===== config.mk =====
export PLATFORM = sky130hd
export DESIGN_NAME = cdt_irq_unit
export DESIGN_NICKNAME = d
export VERILOG_FILES = /design/src/rtl/cdt_pkg.sv /design/src/rtl/cdt_src_mux.sv /design/src/rtl/cdt_counter.sv /design/src/rtl/cdt_pulse.sv /design/src/rtl/cdt_irq_unit.sv
export SDC_FILE = /design/constraint.sdc
export NUM_CORES = 1
export LEC_CHECK = 0
export BUFFER_PORTS_ARGS = -buffer_cell sky130_fd_sc_hd__buf_2
export CORE_ASPECT_RATIO = 1.2
export CORE_MARGIN = 4
export CORE_UTILIZATION = 46
export DETAILED_ROUTE_END_ITERATION = 6
export GPL_ROUTABILITY_DRIVEN = 0
export GPL_TIMING_DRIVEN = 0
export PLACE_DENSITY = 0.75
export SYNTH_ARGS = -nofsm -noshare
export SYNTH_HDL_FRONTEND = slang
export SYNTH_SLANG_ARGS = --single-unit

===== constraint.sdc =====
create_clock -name clk -period 1.9 [get_ports clk]
set_input_delay 0.38 -clock clk [delete_from_list [all_inputs] [get_ports clk]]
set_output_delay 0.38 -clock clk [all_outputs]
set_load 0.02 [all_outputs]

===== src/rtl/cdt_pkg.sv =====
package cdt_pkg;

  typedef enum logic [1:0] {
    SRC_4K = 2'b00,
    SRC_64 = 2'b01,
    SRC_1S = 2'b10,
    SRC_1M = 2'b11
  } src_e;

  localparam int unsigned FAST_HZ = 8192;
  localparam int unsigned PW_W    = 8;

  // status byte bit positions (decoded by the bus side)
  localparam int unsigned ST_TIE = 0;
  localparam int unsigned ST_AIE = 1;
  localparam int unsigned ST_TF  = 2;
  localparam int unsigned ST_AF  = 3;
  localparam int unsigned ST_PM  = 4;
  localparam int unsigned CT_EN  = 7;

  // pulse length in fast ticks
  function automatic logic [PW_W-1:0] pulse_len(src_e s, logic single);
    case (s)
      SRC_4K:  return single ? PW_W'(FAST_HZ / 8192) : PW_W'(FAST_HZ / 4096);
      SRC_64:  return single ? PW_W'(FAST_HZ / 128)  : PW_W'(FAST_HZ / 64);
      default: return PW_W'(FAST_HZ / 64);
    endcase
  endfunction

endpackage


===== src/rtl/cdt_src_mux.sv =====
module cdt_src_mux
  import cdt_pkg::*;
(
  input  src_e       sel,
  input  logic [3:0] src_ticks,
  output logic       tick
);
  always_comb tick = src_ticks[sel];
endmodule


===== src/rtl/cdt_counter.sv =====
module cdt_counter #(
  parameter int unsigned W = 8
) (
  input  logic         clk,
  input  logic         rst,
  input  logic         load,
  input  logic [W-1:0] load_val,
  input  logic         run,
  input  logic         tick,
  output logic [W-1:0] cur,
  output logic [W-1:0] reload,
  output logic         wrap
);
  localparam logic [W-1:0] ONE = W'(1);

  logic step;
  assign step = run && tick && !load && (reload != '0);
  assign wrap = step && (cur <= ONE);

  always_ff @(posedge clk) begin
    if (rst) begin
      cur    <= '0;
      reload <= '0;
    end else if (load) begin
      cur    <= load_val;
      reload <= load_val;
    end else if (wrap) begin
      cur    <= reload;
    end else if (step) begin
      cur    <= cur - ONE;
    end
  end
endmodule


===== src/rtl/cdt_pulse.sv =====
module cdt_pulse #(
  parameter int unsigned PW = 8
) (
  input  logic          clk,
  input  logic          rst,
  input  logic          start,
  input  logic [PW-1:0] len,
  input  logic          tick_fast,
  output logic          active
);
  logic [PW-1:0] left_q;

  always_ff @(posedge clk) begin
    if (rst)                            left_q <= '0;
    else if (start)                     left_q <= len;
    else if (tick_fast && left_q != '0) left_q <= left_q - PW'(1);
  end

  assign active = (left_q != '0);
endmodule


===== src/rtl/cdt_irq_unit.sv =====
module cdt_irq_unit
  import cdt_pkg::*;
#(
  parameter int unsigned CNT_W = 8
) (
  input  logic             clk,
  input  logic             rst,
  input  logic             tick_8k,
  input  logic             tick_4k,
  input  logic             tick_64,
  input  logic             tick_1s,
  input  logic             tick_1m,
  input  logic             ctl_wr,
  input  logic [7:0]       ctl_wdata,
  input  logic             cnt_wr,
  input  logic [CNT_W-1:0] cnt_wdata,
  input  logic             cs_wr,
  input  logic [7:0]       cs_wdata,
  input  logic             alarm_set,
  output logic             irq_drive,
  output logic [7:0]       ctl_rdata,
  output logic [7:0]       cs_rdata,
  output logic [CNT_W-1:0] cnt_rdata
);
  logic             en_q;
  src_e             sel_q;
  logic             pm_q, af_q, tf_q, aie_q, tie_q;
  logic             src_tick, tmr_wrap, pulse_on;
  logic [CNT_W-1:0] reload_q;

  cdt_src_mux u_mux (
    .sel       (sel_q),
    .src_ticks ({tick_1m, tick_1s, tick_64, tick_4k}),
    .tick      (src_tick)
  );

  cdt_counter #(.W(CNT_W)) u_cnt (
    .clk      (clk),
    .rst      (rst),
    .load     (cnt_wr),
    .load_val (cnt_wdata),
    .run      (en_q),
    .tick     (src_tick),
    .cur      (cnt_rdata),
    .reload   (reload_q),
    .wrap     (tmr_wrap)
  );

  cdt_pulse #(.PW(PW_W)) u_pls (
    .clk       (clk),
    .rst       (rst),
    .start     (tmr_wrap),
    .len       (pulse_len(sel_q, reload_q == CNT_W'(1))),
    .tick_fast (tick_8k),
    .active    (pulse_on)
  );

  always_ff @(posedge clk) begin
    if (rst) begin
      en_q  <= 1'b0;
      sel_q <= SRC_1M;
    end else if (ctl_wr) begin
      en_q  <= ctl_wdata[CT_EN];
      sel_q <= src_e'(ctl_wdata[1:0]);
    end
  end

  always_ff @(posedge clk) begin
    if (rst) begin
      pm_q  <= 1'b0;
      af_q  <= 1'b0;
      tf_q  <= 1'b0;
      aie_q <= 1'b0;
      tie_q <= 1'b0;
    end else begin
      // set events win over a clearing write on the same cycle
      tf_q <= (tf_q & (~cs_wr | cs_wdata[ST_TF])) | tmr_wrap;
      af_q <= (af_q & (~cs_wr | cs_wdata[ST_AF])) | alarm_set;
      if (cs_wr) begin
        pm_q  <= cs_wdata[ST_PM];
        aie_q <= cs_wdata[ST_AIE];
        tie_q <= cs_wdata[ST_TIE];
      end
    end
  end

  always_comb begin
    irq_drive = (af_q & aie_q) | (tie_q & (pm_q ? pulse_on : tf_q));
    ctl_rdata = {en_q, 5'b0, sel_q};
    cs_rdata  = {3'b0, pm_q, af_q, tf_q, aie_q, tie_q};
  end
endmodule


==> qor.log <==
qor: clock_tree.tritoncts_clock_tree done
qor: place.place.port_buffers 41
qor: synth.multiplexer_share_of_the_synthesized_area 0.110
qor: grt.grt_pass1_vias 1,709
qor: synth.yosys.area_share.adder 0.0251
qor: synth.synthDominantAreaCellType sky130_fd_sc_hd__dfxtp_1
qor: critical_path.critical_path_arrival 1.81 ns
qor: clock_tree.cts_htree_levels 2
qor: sta.hold_viol 0
qor: synth.ys_types 57
qor: floorplan.core_region_area 4070 µm²
qor: floorplan.ioPinCount 60
qor: synth.synthFlopType sky130_fd_sc_hd__dfxtp_1
qor: critical_path.worst_setup_path_end_kind output port
qor: run_status.violations setup timing
qor: synth.synth_register_bits 32
qor: grt.grt_max_degree 11
qor: floorplan.floorplan.initialDensity 0.490
qor: synth.synth_compound_gate_area_share 0.228
qor: synth.most_numerous_cell_in_the_yosys_netlist sky130_fd_sc_hd__dfxtp_1
qor: clock_tree.clock-root-buffer sky130_fd_sc_hd__clkbuf_8
qor: routing.vias_per_cell 5.54
qor: critical_path.cp-start-kind flip-flop
qor: finish.layout-area-overhead-vs-synth 25.3%
qor: routing.detail_route.drc_violations 0
qor: synth.synth_largest_type_area_fraction 0.321
qor: grt.antenna_found_initial 0
qor: synth.synth.yosys.warnings 0
qor: critical_path.critPathMaxStageDelay 0.47 ns
qor: sta.finalWorstPathRequiredPeriod 2.19 ns
qor: sta.sum_of_negative_setup_slack -0.295 ns
qor: clock_tree.worst_setup_hold_path_clk_slew 0.07 ns
qor: routing.overall_routed_net_length 4900 µm
qor: synth.synth.yosys.seq_area_share 0.321
qor: place.pre_cts_ws -0.124 ns
qor: routing.detail_route.iter0.violations 87
qor: floorplan.die_w 68.1 µm
qor: sta.final.setup_skew 0.00997 ns
qor: grt.grt_use_total 0.190
qor: synth.synthSimpleGateAreaFrac 0.195
qor: synth.synth_area_leaders sky130_fd_sc_hd__dfxtp_1 (32%), sky130_fd_sc_hd__mux2i_1 (8.5%), sky130_fd_sc_hd__buf_4 (5.3%)
qor: clock_tree.cts_buffers 5
qor: pwr.pwr_density_cell 980 nW/µm²
qor: routing.wl_met2 2430 µm
qor: floorplan.dieHeight 80.1 µm
qor: synth.synthCells 218
qor: hold_path.hold_class primary input to flip-flop
qor: pwr.total_power 2.45 mW
qor: critical_path.crit_family simple AND/OR/NAND/NOR gates
qor: sta.finalMaxSlewViolations 0
qor: synth.synth_edf_count 0
qor: sta.setup_ws -0.295 ns
qor: sta.finalSetupViolCount 1
qor: sta.hold-worst-slack 0.315 ns
qor: sta.post-route-period-util 1.16
qor: routing.final_antenna_net_count 0
qor: run_status.run_status finished, violations left
qor: pwr.leakage_power_figure 1.07 nW
qor: routing.sum_of_routed_wire_segments_on_met1 2070 µm
qor: routing.route.top_layer_used met4
qor: synth.synth-xor-area-share 0.0220
qor: sta.grt_setup_unrepaired yes
qor: finish.layout-drive-gt1-share 0.401
qor: routing.via_count 1,835
qor: critical_path.maximum_fanout_along_the_worst_path 2
qor: synth.avgSynthCellArea 9.14 µm²
qor: floorplan.die_area 5450 µm²
qor: critical_path.cp_max_stage_cell sky130_fd_sc_hd__or4b_4
qor: clock_tree.holdBufCountCts 0
qor: routing.detail_route.first_pass.iterations 4
qor: finish.utilization 0.614
qor: routing.detail_route.wl_per_cell 14.8 µm
qor: clock_tree.ctsLongestPathBuffers 2
qor: finish.diodes 0
qor: finish.fin_nets 316
qor: synth.synth.top_cells.by_count sky130_fd_sc_hd__dfxtp_1 (32), sky130_fd_sc_hd__nor2_1 (27), sky130_fd_sc_hd__mux2i_1 (17)
qor: grt.grt_remaining_overflow 0
qor: clock_tree.cts_sinks 32
qor: sta.tightestPinTransition 0.606 ns
qor: run.maxCapViolCount 0
qor: synth.postSynth.asyncResetShare 0
qor: critical_path.worst-endpoint-required 1.52 ns
qor: clock_tree.clk_latency_worst_skew_pair 0.29 ns
qor: floorplan.placementRows 25
qor: synth.combinational_family_with_the_most_area_after_synthesis compound AO/OA/AOI/OAI gates
qor: sta.max_clock_freq 456 MHz
qor: synth.post_synth_instance_area 1990 µm²
qor: critical_path.path_cells inv_2 -> ha_4 -> or4b_4 -> nor2_4 -> a21oi_2 -> a22o_1 -> buf_6
qor: critical_path.critPathKind flip-flop to output port
qor: grt.wire_length_of_the_first_global_routing_pass 7890 µm
qor: pwr.peakVddDrop 0.000380 V
qor: place.place.detailed.hpwl 3560 µm
qor: critical_path.worst-path-buf-inv 2
qor: routing.detailroute.wirelength.met3 306 µm
qor: sta.worst_slew_margin_rel 0.590
layout by cell type, fill, tap and decap left out, types with 3 or more instances in the layout:
| master | instances |
|---|---|
| sky130_fd_sc_hd__a211oi_1 | 5 |
| sky130_fd_sc_hd__a21oi_1 | 6 |
| sky130_fd_sc_hd__buf_2 | 43 |
| sky130_fd_sc_hd__buf_4 | 20 |
| sky130_fd_sc_hd__clkbuf_1 | 3 |
| sky130_fd_sc_hd__clkbuf_8 | 5 |
| sky130_fd_sc_hd__conb_1 | 8 |
| sky130_fd_sc_hd__dfxtp_1 | 27 |
| sky130_fd_sc_hd__dfxtp_2 | 5 |
| sky130_fd_sc_hd__inv_1 | 7 |
| sky130_fd_sc_hd__mux2i_1 | 17 |
| sky130_fd_sc_hd__nand2_1 | 4 |
| sky130_fd_sc_hd__nor2_1 | 26 |
| sky130_fd_sc_hd__nor3_1 | 6 |
| sky130_fd_sc_hd__nor4_1 | 4 |
| sky130_fd_sc_hd__nor4b_1 | 4 |
| sky130_fd_sc_hd__o211ai_1 | 3 |
| sky130_fd_sc_hd__o21a_1 | 7 |
| sky130_fd_sc_hd__o21ai_0 | 4 |
| sky130_fd_sc_hd__o221a_2 | 7 |
| sky130_fd_sc_hd__or3_1 | 4 |
| sky130_fd_sc_hd__xor2_1 | 4 |
power by group:
group	total, mW	internal, mW	switching [mW]	leakage, nW
Clock	0.487	0.248	0.238	0.0410
Sequential	0.895	0.780	0.114	0.265
Combinational	1.07	0.518	0.549	0.765
flip-flops by register name (all words and copies together) (netlist names):
register      cells
aie_q             1
u_cnt.reload      8
tf_q              1
sel_q             2
pm_q              1
tie_q             1
af_q              1
u_pls.left_q      8
en_q              1
u_cnt.cur         8
tightest hold or removal path, stage by stage:
cell                      delay, ns
sky130_fd_sc_hd__buf_2         0.07
sky130_fd_sc_hd__mux2i_1       0.06
sky130_fd_sc_hd__nand2_1       0.06
timing repair:
| item | CTS | global route |
|---|---|---|
| gates resized for setup | 7 | 11 |
| endpoints found under the setup margin | 10 | 14 |
| cloned | 0 | 0 |
| setup buffers | 4 | 2 |
| pin swaps | 1 | 4 |
kinds of logic after synthesis:
family,Yosys count
adder cells (fa/ha/maj),4
flip-flops,32
AND/OR/NAND/NOR,71
multiplexers,20
buffers and inverters,34
other,1
AO/OA/AOI/OAI,51
XOR/XNOR,5
per-layer routing:
layer	global-route usage	vias up
met1	0.232	858
met4	0.0934	0
li1	-	910
met2	0.310	58
met5	0	-
met3	0.0378	9
through the flow:
| stage | std cells | cell area, µm² |
|---|---|---|
| after floorplan | 225 | 2050 |
| after global placement | 320 | 2320 |
| after detailed placement | 320 | 2320 |
| after CTS | 331 | 2450 |
| after global routing | 331 | 2500 |
| final | 331 | 2500 |
final timing paths:
| path | from | depth (start not counted) | slack (ns) | endpoint |
|---|---|---|---|---|
| setup reg to reg | u_cnt.reload[5] | 5 | 0.07 | u_cnt.cur[7] |
| hold reg to reg | af_q | 2 | 0.51 | af_q |
| setup / recovery | u_pls.left_q[1] | 7 | -0.29 | irq_drive |
| hold / removal | ctl_wdata[1] | 3 | 0.32 | sel_q[1] |
layout make-up:
type | count | area, µm²
fillers | 374 | 1570
multi-input cells | 159 | 1260
flip-flops and latches | 32 | 647
repair buffers | 47 | 256
plain buffers | 21 | 143
clock buffers | 6 | 72.6
well taps | 54 | 67.6
inverters | 11 | 41.3
clock inverters | 1 | 5.00
Power figures use the tool's default switching activity.
